<file path="config.mk">
export PLATFORM = sky130hd
export DESIGN_NAME = cfgld_top
export DESIGN_NICKNAME = d
export VERILOG_FILES = /design/src/rtl/cfgld_pkg.sv /design/src/rtl/cfgld_pace.sv /design/src/rtl/cfgld_tmo.sv /design/src/rtl/cfgld_rbcap.sv /design/src/rtl/cfgld_top.sv
export SDC_FILE = /design/constraint.sdc
export NUM_CORES = 1
export LEC_CHECK = 0
export BUFFER_PORTS_ARGS = -buffer_cell sky130_fd_sc_hd__buf_2
export CAP_MARGIN = 30
export CORE_UTILIZATION = 30
export CTS_CLUSTER_DIAMETER = 120
export DETAILED_ROUTE_END_ITERATION = 6
export SLEW_MARGIN = 30
export SYNTH_ARGS = -nofsm -noshare
export SYNTH_HDL_FRONTEND = slang
export SYNTH_SLANG_ARGS = --single-unit
</file>
<file path="constraint.sdc">
create_clock -name clk -period 2 [get_ports clk]
set_input_delay 0.4 -clock clk [delete_from_list [all_inputs] [get_ports clk]]
set_output_delay 0.4 -clock clk [all_outputs]
set_load 0.01 [all_outputs]
</file>
<file path="src/rtl/cfgld_pkg.sv">
package cfgld_pkg;

  typedef enum logic [4:0] {
    ST_IDLE,
    ST_PROG,
    ST_INITW,
    ST_WR_ON,
    ST_CS_ON,
    ST_CK_HI,
    ST_FETCH,
    ST_BYTE_LO,
    ST_BYTE_HI,
    ST_BSY_LO,
    ST_BSY_HI,
    ST_CS_OFF,
    ST_WR_OFF,
    ST_DN_HI,
    ST_DN_LO,
    ST_RB_CS,
    ST_RB_CKH,
    ST_RB_LO,
    ST_RB_HI,
    ST_RB_CSOFF,
    ST_RB_FLO,
    ST_RB_FHI,
    ST_PASS,
    ST_ABORT
  } cfg_state_e;

  typedef struct packed {
    logic prog;
    logic cs;
    logic wr;
    logic cclk;
    logic oe;
  } pins_t;

  // Pin levels are a pure function of the sequencer state (Moore outputs).
  function automatic pins_t decode_pins(cfg_state_e s);
    pins_t p;
    p.prog = (s == ST_PROG);
    p.cs   = s inside {ST_CS_ON, ST_CK_HI, ST_FETCH, ST_BYTE_LO, ST_BYTE_HI,
                       ST_BSY_LO, ST_BSY_HI, ST_RB_CS, ST_RB_CKH, ST_RB_LO,
                       ST_RB_HI};
    p.wr   = s inside {ST_WR_ON, ST_CS_ON, ST_CK_HI, ST_FETCH, ST_BYTE_LO,
                       ST_BYTE_HI, ST_BSY_LO, ST_BSY_HI, ST_CS_OFF};
    p.cclk = s inside {ST_CK_HI, ST_FETCH, ST_BYTE_HI, ST_BSY_HI, ST_CS_OFF,
                       ST_WR_OFF, ST_DN_HI, ST_RB_CKH, ST_RB_HI, ST_RB_CSOFF,
                       ST_RB_FHI};
    p.oe   = s inside {ST_PROG, ST_INITW, ST_WR_ON, ST_CS_ON, ST_CK_HI,
                       ST_FETCH, ST_BYTE_LO, ST_BYTE_HI, ST_BSY_LO, ST_BSY_HI,
                       ST_CS_OFF, ST_WR_OFF, ST_DN_HI, ST_DN_LO};
    return p;
  endfunction

endpackage

</file>
<file path="src/rtl/cfgld_pace.sv">
// Half-period pacer: tick_o is high in the last cycle of each half period.
// restart_i reloads the count so that every new state lasts HALF_CYC cycles.
module cfgld_pace #(
  parameter int HALF_CYC = 2
) (
  input  logic clk,
  input  logic rst_n,
  input  logic restart_i,
  output logic tick_o
);
  localparam int CW = (HALF_CYC > 1) ? $clog2(HALF_CYC) : 1;
  localparam logic [CW-1:0] RELOAD = CW'(HALF_CYC - 1);

  logic [CW-1:0] cnt_q, cnt_d;

  always_comb begin
    if (restart_i || (cnt_q == '0)) cnt_d = RELOAD;
    else                            cnt_d = cnt_q - 1'b1;
  end

  always_ff @(posedge clk or negedge rst_n) begin
    if (!rst_n) cnt_q <= RELOAD;
    else        cnt_q <= cnt_d;
  end

  assign tick_o = (cnt_q == '0);
endmodule

</file>
<file path="src/rtl/cfgld_tmo.sv">
// Saturating wait-time counter: runs while run_i, clears otherwise.
module cfgld_tmo #(
  parameter int TMO_CYC = 1000000
) (
  input  logic clk,
  input  logic rst_n,
  input  logic run_i,
  output logic expired_o
);
  localparam int CW = $clog2(TMO_CYC + 1);
  localparam logic [CW-1:0] LIMIT = CW'(TMO_CYC);

  logic [CW-1:0] cnt_q, cnt_d;
  logic          cnt_en;

  assign expired_o = (cnt_q >= LIMIT);
  assign cnt_en    = !run_i || !expired_o;

  always_comb begin
    if (!run_i) cnt_d = '0;
    else        cnt_d = cnt_q + 1'b1;
  end

  always_ff @(posedge clk or negedge rst_n) begin
    if (!rst_n)      cnt_q <= '0;
    else if (cnt_en) cnt_q <= cnt_d;
  end
endmodule

</file>
<file path="src/rtl/cfgld_rbcap.sv">
// Readback capture: remaining-byte counter and output byte register.
module cfgld_rbcap #(
  parameter int DW    = 8,
  parameter int LEN_W = 16
) (
  input  logic             clk,
  input  logic             rst_n,
  input  logic             load_i,
  input  logic [LEN_W-1:0] len_i,
  input  logic             strobe_i,
  input  logic [DW-1:0]    din_i,
  output logic [DW-1:0]    data_o,
  output logic             valid_o,
  output logic             zero_o,
  output logic             last_o
);
  logic [LEN_W-1:0] left_q, left_d;
  logic             left_en;
  logic [DW-1:0]    data_q;
  logic             valid_q;

  assign left_en = load_i || strobe_i;

  always_comb begin
    if (load_i) left_d = len_i;
    else        left_d = left_q - 1'b1;
  end

  always_ff @(posedge clk or negedge rst_n) begin
    if (!rst_n)       left_q <= '0;
    else if (left_en) left_q <= left_d;
  end

  always_ff @(posedge clk or negedge rst_n) begin
    if (!rst_n)        data_q <= '0;
    else if (strobe_i) data_q <= din_i;
  end

  always_ff @(posedge clk or negedge rst_n) begin
    if (!rst_n) valid_q <= 1'b0;
    else        valid_q <= strobe_i;
  end

  assign data_o  = data_q;
  assign valid_o = valid_q;
  assign zero_o  = (left_q == '0);
  assign last_o  = (left_q == LEN_W'(1));
endmodule

</file>
<file path="src/rtl/cfgld_top.sv">
module cfgld_top
  import cfgld_pkg::*;
#(
  parameter int DW       = 8,
  parameter int HALF_CYC = 2,
  parameter int TMO_CYC  = 1000000,
  parameter int LEN_W    = 16
) (
  input  logic             clk,
  input  logic             rst_n,
  input  logic             start_i,
  input  logic             mode_rb_i,
  input  logic [LEN_W-1:0] rb_len_i,
  input  logic             busy_chk_i,
  input  logic [DW-1:0]    cfg_data_i,
  input  logic             cfg_valid_i,
  input  logic             cfg_last_i,
  output logic             cfg_ready_o,
  output logic [DW-1:0]    rb_data_o,
  output logic             rb_valid_o,
  output logic             prog_o,
  output logic             cs_o,
  output logic             wr_o,
  output logic             cclk_o,
  output logic [DW-1:0]    dbus_o,
  output logic             dbus_oe_o,
  input  logic [DW-1:0]    dbus_i,
  input  logic             init_i,
  input  logic             busy_i,
  input  logic             done_i,
  output logic             abort_o,
  output logic             pass_o,
  output logic             fail_o
);
  // ---------------- reset release synchronizer ----------------
  logic [1:0] rsync_q;
  logic       rst_core_n;

  always_ff @(posedge clk or negedge rst_n) begin
    if (!rst_n) rsync_q <= '0;
    else        rsync_q <= {rsync_q[0], 1'b1};
  end
  assign rst_core_n = rsync_q[1];

  // ---------------- sequencer state ----------------
  cfg_state_e    state_q, state_d;
  logic          tick, restart, expired, tmo_run;
  logic          take_byte;
  logic [DW-1:0] byte_q;
  logic          last_q;
  logic          rb_load, rb_strobe, rb_zero, rb_last;
  pins_t         pins;

  assign take_byte = (state_q == ST_FETCH) && cfg_valid_i;
  assign restart   = (state_d != state_q);
  assign tmo_run   = state_q inside {ST_INITW, ST_BSY_LO, ST_BSY_HI,
                                     ST_DN_HI, ST_DN_LO};
  assign rb_load   = (state_q == ST_IDLE) && start_i && mode_rb_i;
  assign rb_strobe = (state_q == ST_RB_HI) && tick;

  cfgld_pace #(.HALF_CYC(HALF_CYC)) i_pace (
    .clk       (clk),
    .rst_n     (rst_core_n),
    .restart_i (restart),
    .tick_o    (tick)
  );

  cfgld_tmo #(.TMO_CYC(TMO_CYC)) i_tmo (
    .clk       (clk),
    .rst_n     (rst_core_n),
    .run_i     (tmo_run),
    .expired_o (expired)
  );

  cfgld_rbcap #(.DW(DW), .LEN_W(LEN_W)) i_rbcap (
    .clk      (clk),
    .rst_n    (rst_core_n),
    .load_i   (rb_load),
    .len_i    (rb_len_i),
    .strobe_i (rb_strobe),
    .din_i    (dbus_i),
    .data_o   (rb_data_o),
    .valid_o  (rb_valid_o),
    .zero_o   (rb_zero),
    .last_o   (rb_last)
  );

  // ---------------- next-state logic ----------------
  always_comb begin
    state_d = state_q;
    unique case (state_q)
      ST_IDLE:     if (start_i) state_d = mode_rb_i ? ST_RB_CS : ST_PROG;
      ST_PROG:     if (tick) state_d = ST_INITW;
      ST_INITW:
        if (tick) begin
          if (!(init_i && busy_i)) state_d = ST_WR_ON;
          else if (expired)        state_d = ST_ABORT;
        end
      ST_WR_ON:    if (tick) state_d = ST_CS_ON;
      ST_CS_ON:    if (tick) state_d = ST_CK_HI;
      ST_CK_HI:    if (tick) state_d = ST_FETCH;
      ST_FETCH:    if (cfg_valid_i) state_d = ST_BYTE_LO;
      ST_BYTE_LO:  if (tick) state_d = ST_BYTE_HI;
      ST_BYTE_HI:
        if (tick) begin
          if (busy_chk_i && busy_i) state_d = ST_BSY_LO;
          else if (last_q)          state_d = ST_CS_OFF;
          else                      state_d = ST_FETCH;
        end
      ST_BSY_LO:   if (tick) state_d = ST_BSY_HI;
      ST_BSY_HI:
        if (tick) begin
          if (!busy_i)      state_d = last_q ? ST_CS_OFF : ST_FETCH;
          else if (expired) state_d = ST_ABORT;
          else              state_d = ST_BSY_LO;
        end
      ST_CS_OFF:   if (tick) state_d = ST_WR_OFF;
      ST_WR_OFF:   if (tick) state_d = ST_DN_HI;
      ST_DN_HI:
        if (tick) begin
          if (done_i)       state_d = ST_PASS;
          else if (expired) state_d = ST_ABORT;
          else              state_d = ST_DN_LO;
        end
      ST_DN_LO:    if (tick) state_d = ST_DN_HI;
      ST_RB_CS:    if (tick) state_d = ST_RB_CKH;
      ST_RB_CKH:   if (tick) state_d = rb_zero ? ST_RB_CSOFF : ST_RB_LO;
      ST_RB_LO:    if (tick) state_d = ST_RB_HI;
      ST_RB_HI:    if (tick) state_d = rb_last ? ST_RB_CSOFF : ST_RB_LO;
      ST_RB_CSOFF: if (tick) state_d = ST_RB_FLO;
      ST_RB_FLO:   if (tick) state_d = ST_RB_FHI;
      ST_RB_FHI:   if (tick) state_d = ST_PASS;
      ST_PASS:     state_d = ST_IDLE;
      ST_ABORT:    state_d = ST_IDLE;
      default:     state_d = ST_IDLE;
    endcase
  end

  // ---------------- registers ----------------
  always_ff @(posedge clk or negedge rst_core_n) begin
    if (!rst_core_n) state_q <= ST_IDLE;
    else             state_q <= state_d;
  end

  always_ff @(posedge clk or negedge rst_core_n) begin
    if (!rst_core_n) begin
      byte_q <= '0;
      last_q <= 1'b0;
    end else if (take_byte) begin
      byte_q <= cfg_data_i;
      last_q <= cfg_last_i;
    end
  end

  // ---------------- outputs ----------------
  assign pins        = decode_pins(state_q);
  assign prog_o      = pins.prog;
  assign cs_o        = pins.cs;
  assign wr_o        = pins.wr;
  assign cclk_o      = pins.cclk;
  assign dbus_oe_o   = pins.oe;
  assign dbus_o      = byte_q;
  assign cfg_ready_o = (state_q == ST_FETCH);
  assign pass_o      = (state_q == ST_PASS);
  assign abort_o     = (state_q == ST_ABORT);
  assign fail_o      = (state_q == ST_ABORT);
endmodule

</file>
==> results by group <==
Outcome
  – Status: complete, but fails checks
  – Failing checks: design-rule violations, negative setup slack

Yosys
  – Post-Synth Simple-Gate Area: 0.2836
  – Largest family of logic cells by synthesized area: simple AND/OR/NAND/NOR gates
  – Ys Warns: 0
  – Synth Area in Compound Gates: 0.1473
  – Unique masters post-synth: 59
  – Syn Inst Count: 419
  – Post-synth top area cell: dfrtp_1
  – Post-synth ARST share: 1.000
  – Synth Area in XOR/XNOR: 0.05060
  – Mapped cell area: approximately 0.0036 mm2
  – Mapped Nets: ~470
  – Synth Area in Adders: 0.01721
  – Post-synthesis average cell area: ~8.7 um2
  – Largest cells by area after synthesis: dfrtp_1 42%, nand2_1 7.0%, xnor2_1 3.9%
  – Sequential fraction of the synthesis area: 0.4272
  – Synth top area share: 0.4200
  – Synthesized flop and latch total: 62
  – EDFF count, synth: 0
  – Mux cell area share after synthesis: 0.03098
  – Top_reg_cell synth: dfrtp_1

Worst setup path
  – Crit path from: i_rbcap.left_q[4]
  – Highest net fanout along the worst path: 2
  – Reg2Reg Capture Point: i_rbcap.left_q[10]
  – Flop-to-flop setup slack: -0.05 ns
  – Startpoint Class: flip-flop
  – Crit path DAT: 2.26 ns
  – Worst R2R Start: i_rbcap.left_q[4]
  – CP Class: reg -> reg
  – CP endpoint kind: flip-flop
  – Worst Setup EP: i_rbcap.left_q[10]
  – Worst EP required: 2.20 ns
  – R2R cell count: 5

Global routing
  – M3 GR Usage: 0.02808
  – Total Routing Usage GR: 0.1628
  – Grt total ovfl: 0
  – Vias in the first global route: approximately 3400
  – Initial antenna violation count: 0
  – GR Layer Usage met2: 0.2480
  – GRT busiest layer: met2
  – Pin count of the biggest net entering global routing: between 60 and 70
  – First-pass GRT wire length: 16500 um
  – Met1 usage: 0.2303

Clock tree
  – TritonCTS buffer count: 9
  – CTS root buf: clkbuf_16
  – CTS H-tree lvls: 3
  – CTS tree: yes
  – # clock sinks: a little over 60
  – CTS max path bufs: 2
  – Clk slew on worst S/H paths: around 0.060 ns
  – Clk_lat worst skew: approximately 0.32 ns

Drt
  – Via count: between 3000 and 4000
  – Routed WL per cell: approximately 15 um
  – DRC violations left: 2
  – Routed Wire Length: 9784 um
  – Vias/cell: about 5.3
  – Post-DRT Antenna Nets: 0
  – Pre-antenna DRT Iters: 7
  – DRT iter0 DRCs: 186

Pwr
  – Worst VDD drop: between 0.0007 and 0.0008 V
  – Pwr Total: about 6.6 mW
  – Leak: 2.146 nW
  – Pwr dens: 1320 mW/mm2

Finish
  – Final Core Density: 0.4312
  – Layout cells sized above 1: 0.3504
  – Net count, final: between 500 and 600
  – # diodes: 0
  – Layout fillers: between 1000 and 1500
  – Area Growth Syn to Fin: 37.76%
  – Final instance area: roughly 0.005 mm2
  – Most frequent cells in the layout: 67 x nand2_1, 67 x buf_2, 57 x dfrtp_1

Die
  – Core box area: roughly 0.012 mm2
  – Die width: 112.1 um
  – I/O pin count: 68
  – Row Count: 39
  – Die height: 112.1 um
  – Starting Density: 0.3130
  – Full die area: about 0.013 mm2

STA
  – Final hold vios: 0
  – Clock period minus worst slack: about 2.1 ns
  – Setup Skew: 0.007453 ns
  – Ratio of final minimum period to clock period: 1.026
  – FMAX: 487.5 MHz
  – Setup violations, final: 1
  – Post-Route Setup TNS: -0.05114 ns
  – Unrepaired setup endpoints after global routing: yes
  – Final max-slew violation count: 0
  – Fin worst setup slack: -0.05114 ns

Placed design
  – Global placer's final weighted congestion: 0.9163
  – DP Wirelength: a little under 7000 um
  – DP Area: around 0.0044 mm2
  – Number of port buffers: 67

Flow run
  – Max-cap violation count: 0

Worst hold path
  – HP Class: reg -> async
==> logic make-up (layout without fill, tap and decap cells) <==
| logic type | after synthesis | count (layout) |
|---|---|---|
| compound gates | 80 | 80 |
| mux | 10 | 10 |
| xor+xnor | 21 | 21 |
| other cells | 1 | 1 |
| buf+inv | 37 | 146 |
| simple gates | 203 | 203 |
| flops | 62 | 62 |
| fa+ha+maj | 5 | 5 |
==> worst max-delay path, cell delays in order (launching register included) <==
cell	delay, ns
dfrtp_1	0.38
or4_4	0.54
or3_4	0.35
or4_4	0.50
nand3_2	0.09
o211ai_2	0.07
==> power by group <==
part	total [mW]	switching, mW	leakage (nW)	internal (mW)
sequential	1.97	0.319	0.755	1.65
clock	1.81	0.557	0.167	1.25
combinational	2.84	1.51	1.22	1.33
total	6.61	2.39	2.15	4.22
==> Yosys cell counts (6+ instances only) <==
master	number
nor2_1	37
inv_1	10
mux2_2	10
nand2b_1	8
o21ai_0	18
a21oi_1	16
dfrtp_1	61
nor3_1	17
xnor2_1	16
o211ai_1	6
o31ai_1	6
nand2_1	68
clkbuf_1	20
nand4_1	11
and3_1	6
nand3_1	9
or3_1	7
or4_1	6
nor4_1	9
==> sequential cells by signal, summed over array words and instances, names as in the netlist <==
signal           cells
dbus_o               8
i_pace.cnt_q         1
i_rbcap.data_o       8
i_rbcap.left_q      16
i_rbcap.valid_o      1
i_tmo.cnt_q         20
last_q               1
rsync_q              2
state_q              5
==> cell type report <==
| cell class | instances | area [um2] | area share |
|---|---|---|---|
| multi-input combinational | 320 | 2093 | 0.4180 |
| sequential | 62 | 1558 | 0.3111 |
| clock buffer | 12 | 246.5 | 0.04923 |
| tap | 143 | 178.9 | 0.03573 |
| inverter | 11 | 46.29 | 0.009245 |
| clock inverter | 4 | 95.09 | 0.01899 |
| timing repair buffer | 119 | 789.5 | 0.1577 |
==> worst min-delay path by stage <==
stage / startpoint / cells after the start / endpoint
2_1_floorplan: rst_n / 0 / rsync_q[0]
3_3_place_gp: rst_n / 1 / rsync_q[0]
3_5_place_dp: rst_n / 1 / rsync_q[0]
4_1_cts: dbus_i[6] / 3 / i_rbcap.data_o[6]
5_1_grt: dbus_i[0] / 3 / i_rbcap.data_o[0]
6_report: rsync_q[1] / 1 / i_tmo.cnt_q[4]
==> metrics by stage <==
stage / hold slack [ns] / instances / setup WS [ns]
6_report: 0.2457 / 671 / -0.05114
5_1_grt: 0.2665 / 671 / -0.08482
4_1_cts: 0.2546 / 667 / -0.04969
3_5_place_dp: 0.1864 / 649 / -0.06466
3_3_place_gp: 0.1858 / 649 / -0.01815
2_1_floorplan: 0.1044 / 419 / -0.1650
==> repair_timing <==
action,in CTS,in global routing
hold buffers,1,0
pin swaps,1,5
resized for setup,17,32
endpoints found under the setup margin,16,23
setup buffers,1,4
hold endpoints to repair,2,0
==> routing by layer <==
metal / wire length [um] / up-vias / part of all wire
met4: 204 / 0 / 0.021
met1: 4584 / 1675 / 0.47
met3: 634 / 13 / 0.065
met5: 0 / - / 0
li1: - / 1719 / -
met2: 4360 / 140 / 0.45
(Power assumes the default switching activity.)
